[config.mk]
export PLATFORM = sky130hd
export DESIGN_NAME = mc_reset_seq
export DESIGN_NICKNAME = d
export VERILOG_FILES = /design/src/rtl/mcr_pkg.sv /design/src/rtl/mcr_tick.sv /design/src/rtl/mcr_sampler.sv /design/src/rtl/mcr_port_delay.sv /design/src/rtl/mcr_sfr_init.sv /design/src/rtl/mc_reset_seq.sv
export SDC_FILE = /design/constraint.sdc
export NUM_CORES = 1
export LEC_CHECK = 0
export BUFFER_PORTS_ARGS = -buffer_cell sky130_fd_sc_hd__buf_4
export CORE_ASPECT_RATIO = 1.2
export CORE_MARGIN = 5
export CORE_UTILIZATION = 35
export CTS_CLUSTER_SIZE = 20
export DETAILED_ROUTE_END_ITERATION = 10
export PLACE_DENSITY = 0.71
export SETUP_SLACK_MARGIN = 0.4
export SLEW_MARGIN = 25
export SYNTH_ARGS = -nofsm -noshare
export SYNTH_HDL_FRONTEND = slang
export SYNTH_SLANG_ARGS = --single-unit
export TNS_END_PERCENT = 100
[constraint.sdc]
create_clock -name clk_i -period 2.9 [get_ports clk_i]
set_input_delay 0.58 -clock clk_i [delete_from_list [all_inputs] [get_ports clk_i]]
set_output_delay 0.58 -clock clk_i [all_outputs]
set_load 0.02 [all_outputs]
[src/rtl/mcr_pkg.sv]
package mcr_pkg;
  typedef enum logic [1:0] {
    KIND_ZERO  = 2'd0,
    KIND_ONES  = 2'd1,
    KIND_STACK = 2'd2,
    KIND_KEEP  = 2'd3
  } sfr_kind_e;
endpackage

[src/rtl/mcr_tick.sv]
module mcr_tick #(
  parameter int unsigned TICKS       = 12,
  parameter int unsigned SAMPLE_TICK = 9,
  localparam int unsigned CW         = $clog2(TICKS)
) (
  input  logic          clk_i,
  input  logic          rst_ni,
  output logic [CW-1:0] tick_o,
  output logic          sample_o,
  output logic          wrap_o
);
  logic [CW-1:0] tick_q;

  always_ff @(posedge clk_i or negedge rst_ni) begin
    if (!rst_ni)     tick_q <= '0;
    else if (wrap_o) tick_q <= '0;
    else             tick_q <= tick_q + 1'b1;
  end

  assign tick_o   = tick_q;
  assign wrap_o   = (tick_q == CW'(TICKS - 1));
  assign sample_o = (tick_q == CW'(SAMPLE_TICK));
endmodule

[src/rtl/mcr_sampler.sv]
module mcr_sampler (
  input  logic clk_i,
  input  logic rst_ni,
  input  logic pin_i,
  input  logic sample_i,
  output logic int_rst_o,
  output logic first_hi_o,
  output logic set_o,
  output logic low_o
);
  logic [1:0] sync_q;
  logic       prev_hi_q, int_rst_q;
  logic       hi_evt;

  always_ff @(posedge clk_i or negedge rst_ni) begin
    if (!rst_ni) sync_q <= '0;
    else         sync_q <= {sync_q[0], pin_i};
  end

  assign hi_evt     = sample_i & sync_q[1];
  assign low_o      = sample_i & ~sync_q[1];
  assign first_hi_o = hi_evt & ~prev_hi_q & ~int_rst_q;
  assign set_o      = hi_evt & prev_hi_q & ~int_rst_q;

  always_ff @(posedge clk_i or negedge rst_ni) begin
    if (!rst_ni) begin
      prev_hi_q <= 1'b0;
      int_rst_q <= 1'b0;
    end else if (sample_i) begin
      prev_hi_q <= sync_q[1];
      if (set_o)      int_rst_q <= 1'b1;
      else if (low_o) int_rst_q <= 1'b0;
    end
  end

  assign int_rst_o = int_rst_q;
endmodule

[src/rtl/mcr_port_delay.sv]
module mcr_port_delay #(
  parameter int unsigned DLY = 19,
  localparam int unsigned CW = $clog2(DLY)
) (
  input  logic clk_i,
  input  logic rst_ni,
  input  logic start_i,
  input  logic clr_i,
  output logic port_rst_o
);
  logic          run_q, port_q;
  logic [CW-1:0] cnt_q;

  always_ff @(posedge clk_i or negedge rst_ni) begin
    if (!rst_ni) begin
      run_q  <= 1'b0;
      port_q <= 1'b0;
      cnt_q  <= '0;
    end else if (clr_i) begin
      run_q  <= 1'b0;
      port_q <= 1'b0;
      cnt_q  <= '0;
    end else if (start_i) begin
      run_q <= 1'b1;
      cnt_q <= '0;
    end else if (run_q) begin
      if (cnt_q == CW'(DLY - 1)) begin
        port_q <= 1'b1;
        run_q  <= 1'b0;
      end else begin
        cnt_q <= cnt_q + 1'b1;
      end
    end
  end

  assign port_rst_o = port_q;
endmodule

[src/rtl/mcr_sfr_init.sv]
module mcr_sfr_init
  import mcr_pkg::*;
#(
  parameter int unsigned        NUM_SFR  = 8,
  parameter logic [2*NUM_SFR-1:0] SFR_KIND = 16'h1C49,
  parameter logic [7:0]         SP_INIT  = 8'h07
) (
  input  logic                 load_i,
  output logic [NUM_SFR-1:0]   we_o,
  output logic [8*NUM_SFR-1:0] val_o
);
  for (genvar i = 0; i < NUM_SFR; i++) begin : g_sfr
    localparam sfr_kind_e KIND = sfr_kind_e'(SFR_KIND[2*i +: 2]);
    if (KIND == KIND_ONES) begin : g_ones
      assign val_o[8*i +: 8] = 8'hFF;
      assign we_o[i]         = load_i;
    end else if (KIND == KIND_STACK) begin : g_stack
      assign val_o[8*i +: 8] = SP_INIT;
      assign we_o[i]         = load_i;
    end else if (KIND == KIND_KEEP) begin : g_keep
      assign val_o[8*i +: 8] = 8'h00;
      assign we_o[i]         = 1'b0;
    end else begin : g_zero
      assign val_o[8*i +: 8] = 8'h00;
      assign we_o[i]         = load_i;
    end
  end
endmodule

[src/rtl/mc_reset_seq.sv]
module mc_reset_seq #(
  parameter int unsigned          NUM_SFR  = 8,
  parameter logic [2*NUM_SFR-1:0] SFR_KIND = 16'h1C49,
  parameter logic [7:0]           SP_INIT  = 8'h07,
  parameter int unsigned          PORT_DLY = 19,
  localparam int unsigned         TICKS    = 12,
  localparam int unsigned         SAMPLE_TICK = 9,
  localparam int unsigned         TW       = $clog2(TICKS)
) (
  input  logic                 clk_i,
  input  logic                 rst_ni,
  input  logic                 rst_pin_i,
  output logic [2:0]           state_o,
  output logic                 phase_o,
  output logic                 int_rst_o,
  output logic                 port_rst_o,
  output logic                 strobe_en_o,
  output logic                 sfr_load_o,
  output logic [NUM_SFR-1:0]   sfr_we_o,
  output logic [8*NUM_SFR-1:0] sfr_val_o
);
  logic [TW-1:0] tick;
  logic          sample, wrap;
  logic          first_hi, set_evt, low_evt;
  logic          strobe_q, load_q;

  mcr_tick #(.TICKS(TICKS), .SAMPLE_TICK(SAMPLE_TICK)) i_tick (
    .clk_i, .rst_ni, .tick_o(tick), .sample_o(sample), .wrap_o(wrap)
  );

  mcr_sampler i_sampler (
    .clk_i, .rst_ni, .pin_i(rst_pin_i), .sample_i(sample),
    .int_rst_o, .first_hi_o(first_hi), .set_o(set_evt), .low_o(low_evt)
  );

  mcr_port_delay #(.DLY(PORT_DLY)) i_port (
    .clk_i, .rst_ni, .start_i(first_hi), .clr_i(low_evt), .port_rst_o
  );

  // strobes return on the first machine-cycle boundary after release
  always_ff @(posedge clk_i or negedge rst_ni) begin
    if (!rst_ni) begin
      strobe_q <= 1'b1;
      load_q   <= 1'b0;
    end else begin
      load_q <= set_evt;
      if (int_rst_o)  strobe_q <= 1'b0;
      else if (wrap)  strobe_q <= 1'b1;
    end
  end

  mcr_sfr_init #(.NUM_SFR(NUM_SFR), .SFR_KIND(SFR_KIND), .SP_INIT(SP_INIT)) i_sfr (
    .load_i(load_q), .we_o(sfr_we_o), .val_o(sfr_val_o)
  );

  assign state_o     = 3'(tick >> 1) + 3'd1;
  assign phase_o     = tick[0];
  assign strobe_en_o = strobe_q;
  assign sfr_load_o  = load_q;
endmodule

==> results.sh <==
export IMPL_placed_area_sq_um=1210
export IMPL_path_class="reg2out"
export IMPL_fin_setup_tns_ns=0
export IMPL_drtIter0Drc=8
export IMPL_max_cap_viol_count=0
export IMPL_grt_usage_pct=6.94
export IMPL_hold_path_class="in2async"
export IMPL_fin_crit_ns=1.80
export IMPL_die_y_um=77.6
export IMPL_mostFrequentLayoutCell="conb_1"
export IMPL_htreeDepth=1
export IMPL_post_cts_resized=0
export IMPL_fmax_mhz=554
export IMPL_syn_inst=145
export IMPL_slew_violations=0
export IMPL_grt_overflow=0
export IMPL_final_nets=164
export IMPL_antenna_found_initial=0
export IMPL_die_area_sq_um=5150
export IMPL_cts_tree="yes"
export IMPL_critPathSlowestCell="dfrtp_1"
export IMPL_gp_congestion=0.654
export IMPL_clk_latency_ns=0.25
export IMPL_required_ns=2.32
export IMPL_cts_buffer_depth=2
export IMPL_cts_root_buf="clkbuf_8"
export IMPL_timing_final_crit_share_pct=62.2
export IMPL_path_clk_slew_ns=0.07
export IMPL_ys_seq_elements=17
export IMPL_crit_path_start_kind="flip-flop"
export IMPL_syn_cell_area_sq_um=1330
export IMPL_layout_common_cells="conb_1 (65), buf_4 (17), dfrtp_1 (16)"
export IMPL_initial_utilization_pct=36.4
export IMPL_remaining_drc_errors=0
export IMPL_drt_vias_per_instance=3.61
export IMPL_hold_viol=0
export IMPL_detail_route_antenna_nets=0
export IMPL_peakVddDrop_mv=0.314
export IMPL_synth_seq_area_share_pct=32.0
export IMPL_clock_sinks=17
export IMPL_endpoint_kind="output pin"
export IMPL_drive_gt1_share_pct=15.5
export IMPL_wl_um=1870
export IMPL_crit_chain="ha_1 -> xor2_1 -> buf_4"
export IMPL_fin_worst_skew_ns=0.00426
export IMPL_dp_hpwl_um=1500
export IMPL_cpPeakStageDelay_ns=0.42
export IMPL_rsz0062_at_grt="no"
export IMPL_setup_violations=0
export IMPL_row_count=24
export IMPL_wl_per_cell_um=9.02
export IMPL_post_route_util_pct=34.3
export IMPL_synth_warnings=0
export IMPL_yosysUniqueCellTypes=28
export IMPL_numCtsBuffers=3
export IMPL_vias=747
export IMPL_core_area_sq_um=3660
export IMPL_num_io_pins=83
export IMPL_post_cts_setup_buffers=0
export IMPL_firstDrtPassIters=4
export IMPL_final_cell_area_sq_um=1260
export IMPL_io_buffers=17
export IMPL_power_density_nw_per_um2=531
export IMPL_die_w_um=66.3
export IMPL_status="finished clean"
export IMPL_grt_pass1_wl_um=2860
export IMPL_grt_max_degree=18
export IMPL_cts_hold_buf=0
export IMPL_critPathArrivalTime_ns=1.22
export IMPL_grt_pass1_vias=636
export IMPL_antennaDiodeCount=0
export IMPL_post_synth_cell_area_avg_sq_um=9.19
export IMPL_p_leak_nw=0.690
export IMPL_cp_max_fo=6
export IMPL_area_growth_pct=-5.73
-- final cells by class --
type,count,area [sq um]
Clock buffer,4,45.0
Fill cell,403,2410
Inverter,4,15.0
Multi-Input combinational cell,113,577
Sequential cell,17,427
Tap cell,52,65.1
Timing Repair Buffer,17,128
-- per-layer routing --
| metal | vias to the layer above | GRT usage (%) | part of all wire (%) |
|---|---|---|---|
| met4 | 0 | 4.88 | 2.6 |
| met5 | - | 0 | 0 |
| li1 | 350 | - | - |
| met2 | 54 | 11.5 | 45 |
| met3 | 5 | 1.01 | 15 |
| met1 | 338 | 7.97 | 37 |
-- synth_stat cells --
cell type	count	area share (%)
buf_4	72	41
conb_1	2	0.56
o21ai_0	3	1.1
dfstp_2	1	2.0
and3b_1	1	0.66
dfrtp_1	16	30
nand2b_1	2	0.94
or3b_1	1	0.66
a21oi_2	1	0.66
nand3_1	1	0.38
ha_1	5	4.7
inv_1	4	1.1
xor2_1	3	2.0
o21a_1	1	0.56
a21oi_1	5	1.9
nand4_1	2	0.94
nor3_1	1	0.38
nand2_1	6	1.7
nor2_1	8	2.3
o31ai_1	1	0.56
a311oi_1	1	0.66
buf_2	2	0.75
and3_2	1	0.56
nor2b_1	1	0.47
and4b_1	1	0.75
a22oi_1	1	0.56
nand4bb_4	1	2.1
nand3b_1	1	0.56
-- where the power goes --
| part | switching (mW) | total, mW | internal, mW |
|---|---|---|---|
| logic | 0.124 | 0.178 | 0.0545 |
| registers | 0.0392 | 0.312 | 0.273 |
| clock network | 0.0793 | 0.177 | 0.0975 |
-- through the flow --
step | worst slack [ns] | hold WS [ns] | std cells | power [mW]
detailed placement | 1.37 | 0.337 | 203 | 0.493
CTS | 1.09 | 0.182 | 207 | 0.673
floorplan | 1.35 | 0.284 | 208 | 0.530
global route | 1.03 | 0.186 | 207 | 0.714
global placement | 1.38 | 0.332 | 203 | 0.489
finish | 1.10 | 0.178 | 207 | 0.667
-- critical path: cells and delay by family (launching register included) --
family,cells,cell delay [ns]
XOR/XNOR,1,0.16
adder cells (fa/ha/maj),1,0.22
buffers and inverters,1,0.17
flip-flops,1,0.42
-- sequential cells by signal (all words and copies together) (netlist names) --
name                 flops
strobe_en_o              1
i_port.port_rst_o        1
i_sampler.int_rst_o      1
i_port.run_q             1
sfr_load_o               1
i_tick.tick_o            4
i_sampler.prev_hi_q      1
i_sampler.sync_q         2
i_port.cnt_q             5
-- kinds of logic after synthesis --
group | after synthesis | synth area share (%)
AO/OA/AOI/OAI | 13 | 6.01
flip-flops | 17 | 32.0
XOR/XNOR | 3 | 1.97
buffers and inverters | 78 | 42.4
other | 2 | 0.564
AND/OR/NAND/NOR | 27 | 12.3
adder cells (fa/ha/maj) | 5 | 4.69
-- worst paths after layout --
kind,start,endpoint,slack (ns),depth (start not counted)
setup / recovery,i_tick.tick_o[2]$_DFF_PN0_,state_o[2],1.10,3
hold / removal,rst_ni,i_tick.tick_o[0]$_DFF_PN0_,0.18,1
setup reg to reg,i_tick.tick_o[1]$_DFF_PN0_,i_port.port_rst_o$_DFFE_PN0P_,1.48,5
hold reg to reg,i_sampler.sync_q[0]$_DFF_PN0_,i_sampler.sync_q[1]$_DFF_PN0_,0.35,0
max in group asynchronous,rst_ni,strobe_en_o$_DFFE_PN1P_,2.47,1
min in group clk_i,i_sampler.sync_q[0]$_DFF_PN0_,i_sampler.sync_q[1]$_DFF_PN0_,0.35,0
No activity file was read; power rests on OpenSTA's default activity.
